File: src/rtl/ss_profile_pkg.sv
package ss_profile_pkg;

    localparam int CODE_W = 4;

    typedef enum logic {
        PLACE_CENTER = 1'b0,
        PLACE_DOWN   = 1'b1
    } place_e;

    typedef enum logic {
        RATE_SLOW = 1'b0,
        RATE_FAST = 1'b1
    } rate_e;

    // Settings held for one modulation period
    typedef struct packed {
        place_e            place;
        rate_e             rate;
        logic [CODE_W-1:0] code;
    } prof_cfg_t;

    function automatic int unsigned round_div(input int unsigned num, input int unsigned den);
        return (num + den / 2) / den;
    endfunction

endpackage

File: src/rtl/ss_step_timer.sv
module ss_step_timer #(
    parameter int CNT_W = 5
) (
    input  logic             clk,
    input  logic             rst_n,
    input  logic             run,
    input  logic [CNT_W-1:0] lim,
    output logic             tick
);

    logic [CNT_W-1:0] cnt_d, cnt_q;

    always_comb begin
        cnt_d = cnt_q;
        tick  = 1'b0;
        if (!run) begin
            cnt_d = '0;
        end else if (cnt_q == lim - 1'b1) begin
            tick  = 1'b1;
            cnt_d = '0;
        end else begin
            cnt_d = cnt_q + 1'b1;
        end
    end

    always_ff @(posedge clk or negedge rst_n) begin
        if (!rst_n) cnt_q <= '0;
        else        cnt_q <= cnt_d;
    end

endmodule

File: src/rtl/ss_tri_walker.sv
module ss_tri_walker #(
    parameter int STEPS_LOG2 = 6,
    localparam int PW        = STEPS_LOG2 + 1
) (
    input  logic          clk,
    input  logic          rst_n,
    input  logic          clear,
    input  logic          step,
    output logic [PW-1:0] pos_q_o,
    output logic [PW-1:0] pos_d_o,
    output logic          wrap
);

    localparam logic [PW-1:0] BOTTOM_POS = PW'(2 ** STEPS_LOG2);

    typedef struct packed {
        logic          back;   // 1 while walking from the bottom back to the top
        logic [PW-1:0] pos;
    } walk_t;

    walk_t st_d, st_q;

    always_comb begin
        st_d = st_q;
        wrap = 1'b0;
        if (clear) begin
            st_d = '0;
        end else if (step) begin
            if (!st_q.back) begin
                st_d.pos = st_q.pos + 1'b1;
                if (st_d.pos == BOTTOM_POS) st_d.back = 1'b1;
            end else begin
                st_d.pos = st_q.pos - 1'b1;
                if (st_d.pos == '0) begin
                    st_d.back = 1'b0;
                    wrap      = 1'b1;
                end
            end
        end
    end

    always_ff @(posedge clk or negedge rst_n) begin
        if (!rst_n) st_q <= '0;
        else        st_q <= st_d;
    end

    assign pos_q_o = st_q.pos;
    assign pos_d_o = st_d.pos;

endmodule

File: src/rtl/ss_ofs_map.sv
module ss_ofs_map
    import ss_profile_pkg::*;
#(
    parameter int STEPS_LOG2 = 6,
    parameter int UNIT_PPM   = 2500,
    parameter int OFS_W      = 18,
    localparam int PW        = STEPS_LOG2 + 1
) (
    input  prof_cfg_t                cfg,
    input  logic [PW-1:0]            pos,
    output logic signed [OFS_W-1:0]  ofs
);

    logic [31:0]        span;
    logic [31:0]        prod;
    logic [31:0]        scaled;
    logic signed [31:0] val;

    always_comb begin
        span   = (32'(cfg.code) + 32'd1) * 32'(UNIT_PPM);
        prod   = span * 32'(pos);
        scaled = prod >> STEPS_LOG2;
        if (cfg.place == PLACE_DOWN) val = -$signed(scaled);
        else                         val = $signed(span >> 1) - $signed(scaled);
        ofs = OFS_W'(val);
    end

endmodule

File: src/rtl/ss_profile_gen.sv
module ss_profile_gen
    import ss_profile_pkg::*;
#(
    parameter int SYS_CLK_HZ      = 100_000_000,
    parameter int SLOW_HZ         = 31_250,
    parameter int FAST_HZ         = 120_000,
    parameter int STEPS_LOG2      = 6,
    parameter int UNIT_PPM        = 2500,
    parameter int CENTER_MAX_CODE = 15,
    parameter int DOWN_MAX_CODE   = 15,
    parameter int OFS_W           = 18
) (
    input  logic                     clk,
    input  logic                     rst_n,
    input  logic                     spread_en,
    input  logic                     spread_down,
    input  logic                     rate_fast,
    input  logic [CODE_W-1:0]        amp_code,
    output logic signed [OFS_W-1:0]  freq_ofs_ppm
);

    localparam int STEPS    = 2 ** STEPS_LOG2;
    localparam int PW       = STEPS_LOG2 + 1;
    localparam int DIV_SLOW = int'(round_div(SYS_CLK_HZ, SLOW_HZ * 2 * STEPS));
    localparam int DIV_FAST = int'(round_div(SYS_CLK_HZ, FAST_HZ * 2 * STEPS));
    localparam int DIV_MAX  = (DIV_SLOW > DIV_FAST) ? DIV_SLOW : DIV_FAST;
    localparam int CNT_W    = $clog2(DIV_MAX + 1);

    typedef struct packed {
        logic             active;
        prof_cfg_t        cfg;
        logic [OFS_W-1:0] ofs;
    } gen_state_t;

    gen_state_t          st_d, st_q;
    prof_cfg_t           cfg_in;
    prof_cfg_t           cfg_nxt;
    logic [CODE_W-1:0]   code_lim;
    logic [CNT_W-1:0]    div_lim;
    logic                step_tick;
    logic                period_wrap;
    logic [PW-1:0]       walk_pos;
    logic [PW-1:0]       walk_pos_nxt;
    logic signed [OFS_W-1:0] map_ofs;

    // Sampled settings, with the amplitude clamped to the placement's limit
    always_comb begin
        code_lim      = spread_down ? CODE_W'(DOWN_MAX_CODE) : CODE_W'(CENTER_MAX_CODE);
        cfg_in.place  = spread_down ? PLACE_DOWN : PLACE_CENTER;
        cfg_in.rate   = rate_fast ? RATE_FAST : RATE_SLOW;
        cfg_in.code   = (amp_code > code_lim) ? code_lim : amp_code;
        cfg_nxt       = (!st_q.active || period_wrap) ? cfg_in : st_q.cfg;
    end

    assign div_lim = (st_q.cfg.rate == RATE_FAST) ? CNT_W'(DIV_FAST) : CNT_W'(DIV_SLOW);

    ss_step_timer #(
        .CNT_W (CNT_W)
    ) u_timer (
        .clk   (clk),
        .rst_n (rst_n),
        .run   (st_q.active && spread_en),
        .lim   (div_lim),
        .tick  (step_tick)
    );

    ss_tri_walker #(
        .STEPS_LOG2 (STEPS_LOG2)
    ) u_walker (
        .clk     (clk),
        .rst_n   (rst_n),
        .clear   (!spread_en),
        .step    (step_tick),
        .pos_q_o (walk_pos),
        .pos_d_o (walk_pos_nxt),
        .wrap    (period_wrap)
    );

    ss_ofs_map #(
        .STEPS_LOG2 (STEPS_LOG2),
        .UNIT_PPM   (UNIT_PPM),
        .OFS_W      (OFS_W)
    ) u_map (
        .cfg (cfg_nxt),
        .pos (walk_pos_nxt),
        .ofs (map_ofs)
    );

    always_comb begin
        st_d        = st_q;
        st_d.active = spread_en;
        st_d.cfg    = cfg_nxt;
        st_d.ofs    = spread_en ? map_ofs : '0;
    end

    always_ff @(posedge clk or negedge rst_n) begin
        if (!rst_n) st_q <= '0;
        else        st_q <= st_d;
    end

    assign freq_ofs_ppm = st_q.ofs;

endmodule

File: config.mk
export PLATFORM = sky130hd
export DESIGN_NAME = ss_profile_gen
export DESIGN_NICKNAME = d
export VERILOG_FILES = /design/src/rtl/ss_profile_pkg.sv /design/src/rtl/ss_step_timer.sv /design/src/rtl/ss_tri_walker.sv /design/src/rtl/ss_ofs_map.sv /design/src/rtl/ss_profile_gen.sv
export SDC_FILE = /design/constraint.sdc
export NUM_CORES = 1
export LEC_CHECK = 0
export ABC_AREA = 0
export BUFFER_PORTS_ARGS = -buffer_cell sky130_fd_sc_hd__buf_2
export CORE_MARGIN = 8
export CORE_UTILIZATION = 25
export DETAILED_ROUTE_END_ITERATION = 8
export PLACE_DENSITY = 0.43
export SLEW_MARGIN = 30
export SYNTH_ARGS = -nofsm -noshare
export SYNTH_HDL_FRONTEND = slang
export SYNTH_SLANG_ARGS = --single-unit
File: constraint.sdc
create_clock -name clk -period 10.91 [get_ports clk]
set_input_delay 0.5455 -clock clk [delete_from_list [all_inputs] [get_ports clk]]
set_output_delay 0.5455 -clock clk [all_outputs]
set_load 0.02 [all_outputs]
==> flow_metrics.tcl <==
set metrics [dict create \
    status "complete, no violations" \
    worstPathRequired_ns 11.10 \
    htreeDepth 2 \
    final_layout_size_suffix_gt1_share_pct 14.5 \
    drtIter0Drc 249 \
    drc_errors 0 \
    port_buffers 26 \
    worstSetupEndpointType "flip-flop" \
    power-per-cell-area_nw_per_um2 120 \
    crit_type "flip-flop to flip-flop" \
    clk_pin_slew_ns 0.06 \
    cp_max_fo 6 \
    wl_mm 16.1 \
    routed_via_density 4.55 \
    rsz0062_at_grt "yes" \
    final_max_slew_viol_count 0 \
    grt_overflow 0 \
    worst-path-buf-inv 5 \
    power_switching_w 0.000383 \
    grt_pass1_wl_mm 27.4 \
    worstMarginPinSlew_ns 0.821 \
    cts_made_buffers 5 \
    coreArea_um2 25000 \
    grt_max_degree 39 \
    firstDrtPassIters 4 \
    clk_latency_ns 0.29 \
    ctsLongestPathBuffers 2 \
    period_needed_ns 10.45 \
    async_reset_ff_share_pct 100 \
    ys_seq_elements 38 \
    start_util_pct 25.2 \
    setup_viol 0 \
    swShare_pct 44.6 \
    cpMaxStageDelayCell "or4b_4" \
    internal_power_w 0.000476 \
    grt_pass1_vias 5266 \
    track_usage_pct 11.0 \
    slew_headroom_pct 45.1 \
    fin_ws_ns 0.459 \
    p_leak_nw 3.63 \
    clock_power_share_pct 17.9 \
    antenna_left 0 \
    multi_input_area_um2 4930 \
    syn_area_um2 6290 \
    dieWidth_um 175 \
    gp_congestion 0.777 \
    diodes 0 \
    cts_tree "done" \
    synth_nets 879 \
    rows 58 \
    cap_viol_max_count 0 \
    synthDistinctLibCells 63 \
    nNetsFinal 914 \
    combPwrFrac_pct 62.5 \
    crit_arrival_ns 10.64 \
    ys.warnings.count 0 \
    slowest_delay_ns 0.58 \
    ir_drop_mv 0.0785 \
    fin_crit_sh_pct 95.8 \
    finalHoldViolations 0 \
    skew_ns 0.00812 \
    final_cell_area_um2 7170 \
    synth_edf_count 0 \
    root_buffer "clkbuf_16" \
    netlist_instances 722 \
    fmax_ghz 0.0957 \
    critPathTopFamily "adder cells" \
    place_area_um2 6840 \
    via_count 4948 \
    die_area_um2 30500 \
    ioPinCount 27 \
    ff_latch_area_um2 956 \
    clock_sinks 38 \
    critPathLaunchType "flip-flop" \
    ys.flop_type "dfrtp_1" \
    cp_num_cells 40 \
    routedWlPerCell_um 14.8 \
    worstHoldPathType "input port to async pin" \
    syn_to_final_growth_pct 14.0 \
    crit_top_cell "ha_1" \
    ys_seq_area_share_pct 15.1 \
    dpl_worst_slack_ns 0.0881 \
    postSynthAreaPerCell_um2 8.71 \
    fillers 2722 \
    rr_worst_depth 40 \
    hpwl_mm 13.1 \
    die_h_um 175 \
    seqPwrFrac_pct 19.6 \
    antenna_found_initial 0 \
]
worst reg2reg max path, delay by kind of cell (launching register included):
kind / cells / cell delay (ns)
buffers and inverters: 5 / 0.39
DFF: 1 / 0.44
adders and majority gates: 10 / 3.80
AOI/OAI and AO/OA: 14 / 2.86
and+or+nand+nor: 9 / 2.45
xor gates and xnor gates: 2 / 0.40
stage by stage:
step | hold slack [ns] | power [W] | cells | utilization [%] | TNS [ns]
5_1_grt | 0.275 | 0.000934 | 1088 | 28.7 | -0.0460
6_report | 0.225 | 0.000860 | 1088 | 28.7 | 0
2_1_floorplan | 0.250 | 0.000540 | 722 | - | 0
3_5_place_dp | 0.520 | 0.000687 | 1073 | 27.4 | 0
3_3_place_gp | 0.517 | 0.000693 | 1072 | 27.4 | 0
4_1_cts | 0.252 | 0.000848 | 1081 | 28.0 | 0
power by group through the flow:
stage          clock network (W)  registers (W)  logic, W
2_1_floorplan                  0       0.000170  0.000370
3_3_place_gp                   0       0.000171  0.000522
3_5_place_dp                   0       0.000170  0.000517
4_1_cts                 0.000160       0.000168  0.000519
5_1_grt                 0.000165       0.000171  0.000599
6_report                0.000154       0.000168  0.000537
cells in the final DEF (no fill, tap or decap), drive strengths merged, types with 3 or more instances in the layout:
master / synthesis / final
nor3b: 6 / 6
or3: 5 / 5
o31a: 3 / 3
a21o: 17 / 17
xnor2: 28 / 28
or2: 6 / 6
nor3: 14 / 14
nand3: 7 / 7
xor2: 18 / 18
ha: 81 / 81
clkbuf: 12 / 6
inv: 89 / 89
o21ai: 17 / 17
o21bai: 4 / 4
and2: 7 / 7
nand2b: 21 / 21
a21oi: 25 / 25
o21a: 6 / 6
buf: 20 / 60
o31ai: 4 / 4
nand2: 57 / 57
fa: 67 / 67
mux2i: 6 / 6
and3: 4 / 4
nor2: 108 / 108
nand4: 5 / 5
a211oi: 8 / 8
nor2b: 3 / 3
a31oi: 7 / 7
dfrtp: 38 / 38
sequential cells by signal, summed over array words and instances, names as in the netlist:
register / cells
st_q: 7
u_timer.cnt_q: 5
u_walker.pos_q_o: 7
freq_ofs_ppm: 18
u_walker.st_q: 1
what timing repair did:
| item | CTS | global route |
|---|---|---|
| setup endpoints to repair | 0 | 5 |
| resized for setup | 0 | 28 |
| hold buffers | 0 | 0 |
| buffers inserted | 0 | 7 |
Yosys cell counts, types with 3 or more instances:
library cell    n  area (um^2)
a211oi_1        8         60.1
a21o_1         16          120
a21oi_1        25          125
a31oi_1         7         43.8
and2_1          7         43.8
and3_1          4         25.0
buf_4          18          135
clkbuf_1       12         45.0
dfrtp_1        38          951
fa_1           67         1340
ha_1           81         1010
inv_1          89          334
mux2i_1         5         50.1
nand2_1        57          214
nand2b_1       21          131
nand3_1         7         35.0
nand4_1         4         25.0
nor2_1        108          405
nor2b_1         3         18.8
nor3_1         13         65.1
nor3b_1         6         45.0
o21a_1          6         45.0
o21ai_0        15         75.1
o21bai_1        4         30.0
o31a_1          3         26.3
o31ai_1         4         30.0
or2_2           6         37.5
or3_1           3         18.8
xnor2_1        28          245
xor2_1         18          158
layout make-up:
type | count | area share (%)
clock buffer | 6 | 1.94
multi-input combinational | 563 | 68.7
clock inverter | 2 | 0.175
tap | 330 | 5.76
inverter | 89 | 4.66
sequential | 38 | 13.3
timing repair buffer | 60 | 5.43
metal layers:
metal	share of wire (%)	wire length, um	global-route usage [%]
met1	48	7670	14.6
met2	47	7610	18.6
met3	3.3	536	1.51
met4	1.5	244	2.61
met5	0	0	0
cells by family (layout without fill, tap and decap cells):
kind of cell / Yosys count / after routing / synth area share [%]
AND/OR/NAND/NOR: 251 / 251 / 18.9
adder cells (fa/ha/maj): 148 / 148 / 37.4
buffers and inverters: 121 / 157 / 8.44
AO/OA/AOI/OAI: 110 / 110 / 12.3
XOR/XNOR: 46 / 46 / 6.41
flip-flops: 38 / 38 / 15.1
multiplexers: 8 / 8 / 1.37
worst paths after layout:
path                            slack (ns)           startpoint                   to
min in group clk                      0.50            rate_fast             st_q[22]
max in group asynchronous            10.30                rst_n  u_walker.pos_q_o[4]
worst min-delay path                  0.23                rst_n     u_walker.st_q[7]
worst max register to register        0.46  u_walker.pos_q_o[4]     freq_ofs_ppm[17]
worst min register to register        0.54             st_q[22]             st_q[22]
worst max-delay path                  0.46  u_walker.pos_q_o[4]     freq_ofs_ppm[17]
(Power assumes the default switching activity.)
